`src/rtl/i2c_cfg_pkg.sv`:
```
package i2c_cfg_pkg;
  localparam int BYTE_W  = 8;
  localparam int CNT_W   = 4;
  localparam int PFX_W   = 4;
  localparam int STRAP_W = BYTE_W - 1 - PFX_W;
  localparam logic [PFX_W-1:0] ID_PREFIX = 4'b0101;

  typedef enum logic [2:0] {
    PH_IDLE,
    PH_DEV,
    PH_REG,
    PH_WR,
    PH_RD,
    PH_SKIP
  } phase_t;

  typedef enum logic [1:0] {
    GAIN_X1 = 2'd0,
    GAIN_X2 = 2'd1,
    GAIN_X4 = 2'd2
  } gain_t;
endpackage

```
`src/rtl/i2c_line_sync.sv`:
```
module i2c_line_sync #(
  parameter int STAGES = 2
)(
  input  logic clk,
  input  logic rst_n,
  input  logic scl_raw,
  input  logic sda_raw,
  output logic scl_lvl,
  output logic sda_lvl,
  output logic scl_rise,
  output logic scl_fall,
  output logic bus_start,
  output logic bus_stop
);
  logic [STAGES-1:0] scl_ff, sda_ff;
  logic              scl_d, sda_d;

  always_ff @(posedge clk or negedge rst_n) begin
    if (!rst_n) begin
      scl_ff <= '1;
      sda_ff <= '1;
      scl_d  <= 1'b1;
      sda_d  <= 1'b1;
    end else begin
      scl_ff <= {scl_ff[STAGES-2:0], scl_raw};
      sda_ff <= {sda_ff[STAGES-2:0], sda_raw};
      scl_d  <= scl_ff[STAGES-1];
      sda_d  <= sda_ff[STAGES-1];
    end
  end

  assign scl_lvl   = scl_ff[STAGES-1];
  assign sda_lvl   = sda_ff[STAGES-1];
  assign scl_rise  = scl_lvl & ~scl_d;
  assign scl_fall  = ~scl_lvl & scl_d;
  assign bus_start = scl_lvl & scl_d & sda_d & ~sda_lvl;
  assign bus_stop  = scl_lvl & scl_d & ~sda_d & sda_lvl;
endmodule

```
`src/rtl/i2c_cfg_bank.sv`:
```
module i2c_cfg_bank import i2c_cfg_pkg::*; #(
  parameter int               NUM_REGS  = 5,
  parameter int               ADDR_W    = 3,
  parameter logic [BYTE_W-1:0] FILL_BYTE = 8'hFF
)(
  input  logic              clk,
  input  logic              rst_n,
  input  logic              wr_en,
  input  logic [ADDR_W-1:0] wr_addr,
  input  logic [BYTE_W-1:0] wr_data,
  input  logic [BYTE_W-1:0] ptr,
  output logic [BYTE_W-1:0] rd_data,
  output logic [BYTE_W-1:0] ref_code,
  output logic [BYTE_W-1:0] slope_code,
  output logic [1:0]        gain_sel
);
  logic [NUM_REGS-1:0][BYTE_W-1:0] reg_flat;

  for (genvar g = 0; g < NUM_REGS; g++) begin : g_reg
    logic              hit;
    logic [BYTE_W-1:0] q;
    assign hit = wr_en && (wr_addr == ADDR_W'(g));
    always_ff @(posedge clk or negedge rst_n) begin
      if (!rst_n)   q <= '0;
      else if (hit) q <= wr_data;
    end
    assign reg_flat[g] = q;
  end

  always_comb begin
    rd_data = FILL_BYTE;
    for (int i = 0; i < NUM_REGS; i++) begin
      if (ptr == BYTE_W'(i)) rd_data = reg_flat[i];
    end
  end

  assign ref_code   = reg_flat[0];
  assign slope_code = reg_flat[1];

  gain_t gain_dec;
  always_comb begin
    case (reg_flat[2][1:0])
      2'b00:   gain_dec = GAIN_X1;
      2'b11:   gain_dec = GAIN_X4;
      default: gain_dec = GAIN_X2;
    endcase
  end
  assign gain_sel = gain_dec;
endmodule

```
`src/rtl/i2c_cfg_engine.sv`:
```
module i2c_cfg_engine import i2c_cfg_pkg::*; #(
  parameter int NUM_REGS = 5,
  parameter int ADDR_W   = 3
)(
  input  logic               clk,
  input  logic               rst_n,
  input  logic               sda_lvl,
  input  logic               scl_rise,
  input  logic               scl_fall,
  input  logic               bus_start,
  input  logic               bus_stop,
  input  logic               busy,
  input  logic [STRAP_W-1:0] strap,
  input  logic [BYTE_W-1:0]  rd_data,
  output logic [BYTE_W-1:0]  ptr,
  output logic               wr_en,
  output logic [ADDR_W-1:0]  wr_addr,
  output logic [BYTE_W-1:0]  wr_data,
  output logic               sda_pull
);
  phase_t             ph_q, ph_n;
  logic [CNT_W-1:0]   cnt_q, cnt_n;
  logic [BYTE_W-1:0]  sh_q, sh_n;
  logic [BYTE_W-1:0]  tx_q, tx_n;
  logic [BYTE_W-1:0]  ptr_q, ptr_n;
  logic               pend_v_q, pend_v_n;
  logic [BYTE_W-1:0]  pend_d_q, pend_d_n;
  logic [BYTE_W-1:0]  pend_a_q, pend_a_n;
  logic               rd_dir_q, rd_dir_n;
  logic               mack_q, mack_n;
  logic               pull_q, pull_n;
  logic               wr_en_q, wr_en_n;
  logic [ADDR_W-1:0]  wr_a_q, wr_a_n;
  logic [BYTE_W-1:0]  wr_d_q, wr_d_n;
  logic               id_match;
  logic               active;

  assign id_match = (sh_q[BYTE_W-1:1] == {ID_PREFIX, strap});
  assign active   = (ph_q != PH_IDLE) && (ph_q != PH_SKIP);

  always_comb begin
    ph_n     = ph_q;
    cnt_n    = cnt_q;
    sh_n     = sh_q;
    tx_n     = tx_q;
    ptr_n    = ptr_q;
    pend_v_n = pend_v_q;
    pend_d_n = pend_d_q;
    pend_a_n = pend_a_q;
    rd_dir_n = rd_dir_q;
    mack_n   = mack_q;
    pull_n   = pull_q;
    wr_en_n  = 1'b0;
    wr_a_n   = wr_a_q;
    wr_d_n   = wr_d_q;

    if (busy) begin
      ph_n     = PH_IDLE;
      cnt_n    = '0;
      pull_n   = 1'b0;
      pend_v_n = 1'b0;
    end else if (bus_start) begin
      ph_n     = PH_DEV;
      cnt_n    = '0;
      pull_n   = 1'b0;
      pend_v_n = 1'b0;
    end else if (bus_stop) begin
      if (pend_v_q && (int'(pend_a_q) < NUM_REGS)) begin
        wr_en_n = 1'b1;
        wr_a_n  = pend_a_q[ADDR_W-1:0];
        wr_d_n  = pend_d_q;
      end
      ph_n     = PH_IDLE;
      cnt_n    = '0;
      pull_n   = 1'b0;
      pend_v_n = 1'b0;
    end else if (active) begin
      if (scl_rise) begin
        if (cnt_q < CNT_W'(8)) sh_n = {sh_q[BYTE_W-2:0], sda_lvl};
        if (cnt_q == CNT_W'(8) && ph_q == PH_RD) mack_n = ~sda_lvl;
        cnt_n = cnt_q + CNT_W'(1);
      end else if (scl_fall) begin
        if (cnt_q == CNT_W'(8)) begin
          pull_n = 1'b0;
          case (ph_q)
            PH_DEV: begin
              if (id_match) begin
                pull_n   = 1'b1;
                rd_dir_n = sh_q[0];
              end else begin
                ph_n = PH_SKIP;
              end
            end
            PH_REG: begin
              pull_n = 1'b1;
              ptr_n  = sh_q;
            end
            PH_WR: begin
              if (!pend_v_q) begin
                pull_n   = 1'b1;
                pend_d_n = sh_q;
                pend_a_n = ptr_q;
              end else begin
                ph_n = PH_SKIP;
              end
            end
            PH_RD:   ptr_n = ptr_q + BYTE_W'(1);
            default: ;
          endcase
        end else if (cnt_q == CNT_W'(9)) begin
          cnt_n  = '0;
          pull_n = 1'b0;
          case (ph_q)
            PH_DEV: begin
              if (rd_dir_q) begin
                ph_n   = PH_RD;
                tx_n   = rd_data;
                pull_n = ~rd_data[BYTE_W-1];
              end else begin
                ph_n = PH_REG;
              end
            end
            PH_REG: ph_n = PH_WR;
            PH_WR:  pend_v_n = 1'b1;
            PH_RD: begin
              if (mack_q) begin
                tx_n   = rd_data;
                pull_n = ~rd_data[BYTE_W-1];
              end else begin
                ph_n = PH_SKIP;
              end
            end
            default: ;
          endcase
        end else if (ph_q == PH_RD && cnt_q != '0) begin
          tx_n   = {tx_q[BYTE_W-2:0], 1'b0};
          pull_n = ~tx_q[BYTE_W-2];
        end
      end
    end
  end

  always_ff @(posedge clk or negedge rst_n) begin
    if (!rst_n) begin
      ph_q     <= PH_IDLE;
      cnt_q    <= '0;
      sh_q     <= '0;
      tx_q     <= '0;
      ptr_q    <= '0;
      pend_v_q <= 1'b0;
      pend_d_q <= '0;
      pend_a_q <= '0;
      rd_dir_q <= 1'b0;
      mack_q   <= 1'b0;
      pull_q   <= 1'b0;
      wr_en_q  <= 1'b0;
      wr_a_q   <= '0;
      wr_d_q   <= '0;
    end else begin
      ph_q     <= ph_n;
      cnt_q    <= cnt_n;
      sh_q     <= sh_n;
      tx_q     <= tx_n;
      ptr_q    <= ptr_n;
      pend_v_q <= pend_v_n;
      pend_d_q <= pend_d_n;
      pend_a_q <= pend_a_n;
      rd_dir_q <= rd_dir_n;
      mack_q   <= mack_n;
      pull_q   <= pull_n;
      wr_en_q  <= wr_en_n;
      wr_a_q   <= wr_a_n;
      wr_d_q   <= wr_d_n;
    end
  end

  assign ptr      = ptr_q;
  assign wr_en    = wr_en_q;
  assign wr_addr  = wr_a_q;
  assign wr_data  = wr_d_q;
  assign sda_pull = pull_q;
endmodule

```
`src/rtl/i2c_cfg_regs.sv`:
```
module i2c_cfg_regs import i2c_cfg_pkg::*; #(
  parameter int                NUM_REGS    = 5,
  parameter int                SYNC_STAGES = 2,
  parameter logic [BYTE_W-1:0] FILL_BYTE   = 8'hFF,
  localparam int               ADDR_W      = $clog2(NUM_REGS)
)(
  input  logic               clk,
  input  logic               rst_n,
  input  logic               scl_in,
  input  logic               sda_in,
  input  logic [STRAP_W-1:0] strap,
  input  logic               nv_busy,
  output logic               sda_pull,
  output logic               commit_req,
  output logic [ADDR_W-1:0]  commit_addr,
  output logic [BYTE_W-1:0]  commit_data,
  output logic [BYTE_W-1:0]  ref_code,
  output logic [BYTE_W-1:0]  slope_code,
  output logic [1:0]         gain_sel
);
  logic [1:0]        rst_ff;
  logic              rst_int_n;
  logic              scl_lvl, sda_lvl, scl_rise, scl_fall, bus_start, bus_stop;
  logic [BYTE_W-1:0] ptr, rd_data;

  always_ff @(posedge clk or negedge rst_n) begin
    if (!rst_n) rst_ff <= '0;
    else        rst_ff <= {rst_ff[0], 1'b1};
  end
  assign rst_int_n = rst_ff[1];

  i2c_line_sync #(.STAGES(SYNC_STAGES)) u_sync (
    .clk(clk), .rst_n(rst_int_n), .scl_raw(scl_in), .sda_raw(sda_in),
    .scl_lvl(scl_lvl), .sda_lvl(sda_lvl), .scl_rise(scl_rise),
    .scl_fall(scl_fall), .bus_start(bus_start), .bus_stop(bus_stop)
  );

  i2c_cfg_engine #(.NUM_REGS(NUM_REGS), .ADDR_W(ADDR_W)) u_eng (
    .clk(clk), .rst_n(rst_int_n), .sda_lvl(sda_lvl), .scl_rise(scl_rise),
    .scl_fall(scl_fall), .bus_start(bus_start), .bus_stop(bus_stop),
    .busy(nv_busy), .strap(strap), .rd_data(rd_data), .ptr(ptr),
    .wr_en(commit_req), .wr_addr(commit_addr), .wr_data(commit_data),
    .sda_pull(sda_pull)
  );

  i2c_cfg_bank #(.NUM_REGS(NUM_REGS), .ADDR_W(ADDR_W), .FILL_BYTE(FILL_BYTE)) u_bank (
    .clk(clk), .rst_n(rst_int_n), .wr_en(commit_req), .wr_addr(commit_addr),
    .wr_data(commit_data), .ptr(ptr), .rd_data(rd_data),
    .ref_code(ref_code), .slope_code(slope_code), .gain_sel(gain_sel)
  );
endmodule

```
`config.mk`:
```
export PLATFORM = sky130hd
export DESIGN_NAME = i2c_cfg_regs
export DESIGN_NICKNAME = d
export VERILOG_FILES = /design/src/rtl/i2c_cfg_pkg.sv /design/src/rtl/i2c_line_sync.sv /design/src/rtl/i2c_cfg_bank.sv /design/src/rtl/i2c_cfg_engine.sv /design/src/rtl/i2c_cfg_regs.sv
export SDC_FILE = /design/constraint.sdc
export NUM_CORES = 1
export LEC_CHECK = 0
export BUFFER_PORTS_ARGS = -buffer_cell sky130_fd_sc_hd__buf_2
export CAP_MARGIN = 25
export CORE_ASPECT_RATIO = 0.8
export CORE_MARGIN = 1.5
export CORE_UTILIZATION = 30
export CTS_BUF_LIST = sky130_fd_sc_hd__clkbuf_4 sky130_fd_sc_hd__clkbuf_8
export DETAILED_ROUTE_END_ITERATION = 8
export SYNTH_ARGS = -nofsm -noshare
export SYNTH_HDL_FRONTEND = slang
export SYNTH_HIERARCHICAL = 1
export SYNTH_SLANG_ARGS = --single-unit
export TNS_END_PERCENT = 5
```
`constraint.sdc`:
```
create_clock -name clk -period 4.05 [get_ports clk]
set_input_delay 0.405 -clock clk [delete_from_list [all_inputs] [get_ports clk]]
set_output_delay 0.405 -clock clk [all_outputs]
set_load 0.005 [all_outputs]
```
## Word level (Yosys, flattened, before mapping)

Cells that the tools add are included.

| storage, ports and cells | value |
|---|---|
| flip-flop bits (word level) | 110 |
| input port bits | 8 |
| output and inout bits | 31 |
| logic and storage cells | 172 |

| operators by class | value |
|---|---|
| $add $sub $neg | 2 |
| magnitude comparators | 2 |
| equality and inequality tests | 27 |
| multiplexer cells | 62 |
| bitwise logic cells | 19 |
| reductions and logical operators | 36 |

Operator list:

| operator | number |
|---|---|
| 8-bit 2-to-1 mux | 5 |
| 3-bit 2-to-1 mux | 12 |
| 4-bit 2-to-1 mux | 8 |
| 7-bit 2-to-1 mux | 4 |
| 9-bit AND reduction | 3 |
| 1-bit 2-to-1 mux | 26 |
| 4-bit nonzero test | 5 |
| 6-bit != test, second input constant | 3 |
| 6-bit AND reduction | 3 |
| 8-bit by 2-bit equality test with 1-bit output, second input constant | 2 |
| 8-bit case mux with 2 select lines | 1 |
| 5-bit nonzero test | 3 |
| 7-bit case mux with 2 select lines | 1 |
| 3-bit by 2-bit equality test with 1-bit output, second input constant | 4 |
| 1-bit inverter | 12 |
| 4-bit AND reduction | 3 |
| 11-bit AND reduction | 1 |
| 1-bit logical AND | 9 |
| 3-bit by 2-bit != test with 1-bit output, second input constant | 3 |
| 3-bit case mux with 3 select lines | 1 |
| 8-bit by 1-bit adder with 8-bit output, second input constant | 1 |
| 4-bit equality test, second input constant | 2 |
| 8-bit by 1-bit equality test with 1-bit output, second input constant | 1 |
| 8-bit by 3-bit equality test with 1-bit output, second input constant | 1 |
| 25 further kinds | 34 |

## Longest topological paths before layout

| logic depth | value |
|---|---|
| depth in word-level cells | 17 |
| depth in mapped cells | 9 |
| mapped depth without buffers | 7 |

## Hierarchy

Netlist, hierarchy kept.

By module, submodules not included:

| module | instances | cells an instance | area an instance (um^2) | seq. area each (um^2) |
|---|---|---|---|---|
| i2c_cfg_engine | 1 | 284 | 3130.5 | 1551.5 |
| i2c_cfg_bank | 1 | 139 | 1898.1 | 1001.0 |
| i2c_line_sync | 1 | 10 | 190.2 | 157.7 |
| i2c_cfg_regs | 1 | 3 | 53.8 | 50.0 |

## Worst setup path after synthesis

Ideal clock, no wire load.

| timing | value |
|---|---|
| kind | reg2reg |
| from | register u_eng.ptr_q[0], in the netlist u_eng/ptr[0] |
| to | register u_eng.pull_q, in the netlist u_eng/sda_pull |
| library setup time | 0.078 ns |
| arrival time | 2.184 ns |
| data required time | 3.972 ns |
| slack | 1.788 ns |
| stages on the path, launching flop included | 10 |
| path buffers | 2 |
| clock period less this slack | 2.262 ns |
| path through | dfrtp_1 buf_2 or2_2 clkbuf_1 o22ai_1 o21ai_0 a2111oi_0 nor2_1 or4_1 a21oi_1 |

| between the ends | value |
|---|---|
| longest elaborated chain between the ends | 17 |
| elaborated cells between the ends (all ways) | 22 |
| those cells by class | eq/ne (4); mux (16); bitwise (1); reduce/logical (1) |

Ends and longest elaborated chain:

| item | RTL line | text |
|---|---|---|
| start: declaration | i2c_cfg_engine.sv:25 | `logic [BYTE_W-1:0] ptr_q, ptr_n;` |
| start signal: assignment | i2c_cfg_engine.sv:164 | `ptr_q <= ptr_n;` |
| 8-bit logical NOT | i2c_cfg_bank.sv:33 | `if (ptr == BYTE_W'(i)) rd_data = reg_flat[i];` |
| 8-bit 2-to-1 mux (4 in series) | i2c_cfg_bank.sv:33 |  |
| 8-bit 2-to-1 mux (*) | i2c_cfg_bank.sv:33 |  |
| named net rd_data[7] | i2c_cfg_regs.sv:24 | `logic [BYTE_W-1:0] ptr, rd_data;` |
| 1-bit inverter (*) | i2c_cfg_engine.sv:118, i2c_cfg_engine.sv:128 |  |
| 1-bit 2-to-1 mux (on tied branches) | i2c_cfg_engine.sv:126, i2c_cfg_engine.sv:115 |  |
| 1-bit case mux with 2 select lines (*) | i2c_cfg_engine.sv:113 | `case (ph_q)` |
| 1-bit 2-to-1 mux (*) | i2c_cfg_engine.sv:110 | `end else if (cnt_q == CNT_W'(9)) begin` |
| 1-bit 2-to-1 mux (*) | i2c_cfg_engine.sv:83 | `if (cnt_q == CNT_W'(8)) begin` |
| 1-bit 2-to-1 mux (*) | i2c_cfg_engine.sv:82 | `end else if (scl_fall) begin` |
| 1-bit 2-to-1 mux (*) | i2c_cfg_engine.sv:78 | `if (scl_rise) begin` |
| 1-bit 2-to-1 mux (*) | i2c_cfg_engine.sv:77 | `end else if (active) begin` |
| 1-bit 2-to-1 mux (*) | i2c_cfg_engine.sv:67 | `end else if (bus_stop) begin` |
| 1-bit 2-to-1 mux (*) | i2c_cfg_engine.sv:62 | `end else if (bus_start) begin` |
| 1-bit 2-to-1 mux (*) | i2c_cfg_engine.sv:57 | `if (busy) begin` |
| end signal: assignment | i2c_cfg_engine.sv:170 | `pull_q <= pull_n;` |
| end: declaration | i2c_cfg_engine.sv:31 | `logic pull_q, pull_n;` |

The timed path passes the listed nets; every way through them passes the cells marked *. The select of a mux whose other input is x is not followed.
A chain may end at the register's enable or synchronous reset.

## Worst setup path after layout

| timing | value |
|---|---|
| from | register u_eng.cnt_q[0] |
| to | register u_eng.pend_d_q[1] |

| between the ends | value |
|---|---|
| longest elaborated chain between the ends | 2 |

Ends and longest elaborated chain:

| item | RTL line | text |
|---|---|---|
| start: declaration | i2c_cfg_engine.sv:22 | `logic [CNT_W-1:0] cnt_q, cnt_n;` |
| start signal: assignment | i2c_cfg_engine.sv:161 | `cnt_q <= cnt_n;` |
| 4-bit equality test | i2c_cfg_engine.sv:83 |  |
| 9-bit AND reduction (no source line) | - |  |
| end signal: assignment | i2c_cfg_engine.sv:166 | `pend_d_q <= pend_d_n;` |
| end: declaration | i2c_cfg_engine.sv:27 | `logic [BYTE_W-1:0] pend_d_q, pend_d_n;` |

No other way between the ends.

==> reports/results.tsv <==
metric	value	unit
status	completed	
P&R area growth vs syn	11.08	%
largest net degree at the start of global routing	78	
H-Tree Depth	3	
Detail Placement HPWL	8549	um
DR pass1 iterations	4	
Max stage delay cell, worst path	or3_1	
worst skew pair latency	0.40	ns
Synth cell types	62	
Sw Share	22.88	%
Mapped Avg Cell Area	12.09	um2
CP Launch Point	u_eng/cnt_q[0]	
logic gate share of total power	2.3	%
gr ovfl total	0	
Num CTS Buffers	9	
Worst path top cell family by delay	simple AND/OR/NAND/NOR gates	
Starting DRT DRC Count	228	
placed cells	681	
Die Y	121.6	um
VDD IR max	141.4	uV
PD cells	303.5	nW/um2
FF-to-FF setup slack	1.34	ns
DRC errors left	0	
Total GRT Usage	14.41	%
drt total wl	12190	um
fmax	368.9	MHz
Rel. slew slack	39.73	%
cell taking the most area after synthesis	dfrtp_1	
#FFs+latches synth	110	
Multi-input gate area	2371	um2
Max Cap Violations	0	
layout cell share with drive strength beyond 1	36.71	%
routed vias/inst	5.189	
Period minus WS final	2.711	ns
CTS tree	built	
Crit path largest cell delay	0.75	ns
Leak Pwr	2.880	nW
Worst EP arrival	2.99	ns
sequential area share after synthesis	52.35	%
synthesized area	5273	um2
EDFF count, synth	0	
clock tree buffer depth	2	
commonest cells after routing, fill and taps aside	dfrtp_1 (103), mux2_2 (87), buf_2 (38)	
Starting Density	30.53	%
post-synthesis cell count	436	
RSZ-0062 raised after global routing	no	
Critical Path RT	4.33	ns
Pint	1.371	mW
Routed WL per cell	17.44	um
CORE AREA	17270	um2
input/output buffers	38	
antenna-violating nets left	0	
sequential cell area	2764	um2
Die Area	18380	um2
initial antenna violation count	0	
Layout Skew	0.01297	ns
R2R Path Start	u_eng/cnt_q[0]	
Clock Sink Count	110	
Root Driver	clkbuf_8	
max-slew violations	0	
Die Wd	151.2	um
Async SR Flop Fraction	100.0	%
global-route wire length before repair	20110	um
GPL Wtd Cong	0.8484	
final std cells w/o fill	699	
startpoint types	flip-flop	
Area contributors post-synth	dfrtp_1 (49%), mux2_2 (19%), dfstp_2 (3.0%)	
kind of critical path	reg2reg	
top-area cell type share of the netlist area	49.36	%
setup_tns	0	ns
Ys Warns	6	
fillers	1700	
power share of the sequential group	62.9	%
antenna cells	0	
Post-Syn Nets	449	
Rows	43	
most common cell after layout, fill and taps aside	dfrtp_1	
Clk pwr share	34.8	%
Final nets	482	
Buf/Inv on CP	1	
vias in the first global route	3676	
routed vias	3627	
crit end category	flip-flop	
Slew @ Worst Pin	0.9040	ns
Post-CTS Resized	0	
Fin. Hold Viols	0	
top fanout value on the critical path	16	
min-delay src	scl_in	
Setup Viol. Count Final	0	
Clk pin slew, worst setup/hold paths	0.10	ns
crit-path cells	inv_1 > ha_1 > and3b_1 > nand3_2 > or3_1 > mux2_4	
num ports	39	
Hold Path Class	in2reg	
period utilization	66.93	%
Net Switching	406.8	uW
ys flop type	dfrtp_1	
[metal layers]
layer	global-route usage, %	up-vias	share of wire, %
met5	0	-	0
met4	5.825	0	2.5
li1	-	1649	-
met1	20.19	1847	46
met2	21.22	110	46
met3	3.633	21	5.7
[final timing paths]
path,end,cells past startpoint
min in group asynchronous,u_eng/pend_d_q[5],0
hold reg to reg,u_eng/pend_d_q[5],0
setup reg to reg,u_eng/pend_d_q[1],6
setup / recovery,u_eng/pend_d_q[1],6
hold / removal,u_sync/scl_ff[0],1
max in group asynchronous,u_bank/ref_code[1],1
[final cells by class]
cell class	instances	area share, %
clock buffers	12	2.606
multi-input cells	298	40.48
clock inverters	4	0.3845
inverters	8	0.5127
flip-flops and latches	110	47.19
repair buffers	42	4.016
well taps	225	4.807
[what timing repair did]
action | 4_1_cts | 5_1_grt
hold buffers | 1 | 0
endpoints found under the hold margin | 2 | 0
setup buffers | 0 | 0
setup endpoints to repair | 0 | 0
[kinds of logic (layout without fill, tap and decap cells)]
group	after synthesis	in the layout	share of synthesized area, %
AO/OA/AOI/OAI	72	72	8.519
flip-flops	110	110	52.35
multiplexers	98	98	21.62
buffers and inverters	28	66	2.681
XOR/XNOR	4	4	0.6644
other	1	1	0.07112
AND/OR/NAND/NOR	118	118	12.91
adder cells (fa/ha/maj)	5	5	1.187
[power by group through the flow]
stage / sequential, mW / combinational (mW) / clock [mW]
2_1_floorplan: 1.15 / 0.0153 / 0
3_3_place_gp: 1.15 / 0.0292 / 0
3_5_place_dp: 1.15 / 0.0305 / 0
4_1_cts: 1.13 / 0.0312 / 0.642
5_1_grt: 1.12 / 0.0458 / 0.688
6_report: 1.12 / 0.0403 / 0.618
[flip-flops by register name, summed over array words and instances (netlist names), 2 cells and up]
| signal | flops |
|---|---|
| u_eng/tx_q | 7 |
| u_eng/cnt_q | 4 |
| u_sync/sda_ff | 2 |
| u_bank/g.q | 24 |
| u_eng/pend_a_q | 8 |
| u_eng/wr_addr | 3 |
| u_eng/ph_q | 3 |
| u_eng/ptr | 8 |
| rst_ff | 2 |
| u_eng/sh_q | 8 |
| u_eng/wr_data | 8 |
| u_bank/ref_code | 8 |
| u_bank/slope_code | 8 |
| u_sync/scl_ff | 2 |
| u_eng/pend_d_q | 8 |
[Yosys cell counts, types with 3 or more instances]
library cell / n
xor2_1: 4
nor3_1: 5
ha_1: 5
or3_1: 3
buf_2: 9
a21oi_1: 15
dfstp_2: 6
nor2_1: 20
or4_1: 3
nor2b_1: 6
nor3b_1: 3
o31ai_1: 3
nand4_1: 4
o22ai_1: 11
dfrtp_1: 104
nand2b_1: 3
nand3b_1: 4
mux2_2: 87
o21ai_0: 23
mux2_4: 10
clkbuf_1: 7
nand2_1: 33
a31oi_1: 3
inv_1: 8
nand3_1: 10
[worst register-to-register path: stages, from the launching register on]
cell,delay (ns)
dfrtp_1,0.45
inv_1,0.08
ha_1,0.19
and3b_1,0.49
nand3_2,0.19
or3_1,0.76
mux2_4,0.44
[through the flow]
| step | hold WS [ns] | setup WS, ns | util, % | total power [mW] | area (um2) |
|---|---|---|---|---|---|
| 3_5_place_dp | 0.1944 | 1.397 | 32.72 | 1.180 | 5652 |
| 2_1_floorplan | 0.1094 | 0.7692 | - | 1.161 | 5273 |
| 4_1_cts | 0.08974 | 1.384 | 33.80 | 1.800 | 5837 |
| 6_report | 0.1141 | 1.339 | 33.91 | 1.778 | 5857 |
| 3_3_place_gp | 0.1928 | 1.487 | 32.72 | 1.177 | 5652 |
| 5_1_grt | 0.08020 | 1.101 | 33.91 | 1.856 | 5857 |
Note: power is estimated with default switching activity, not from simulation.
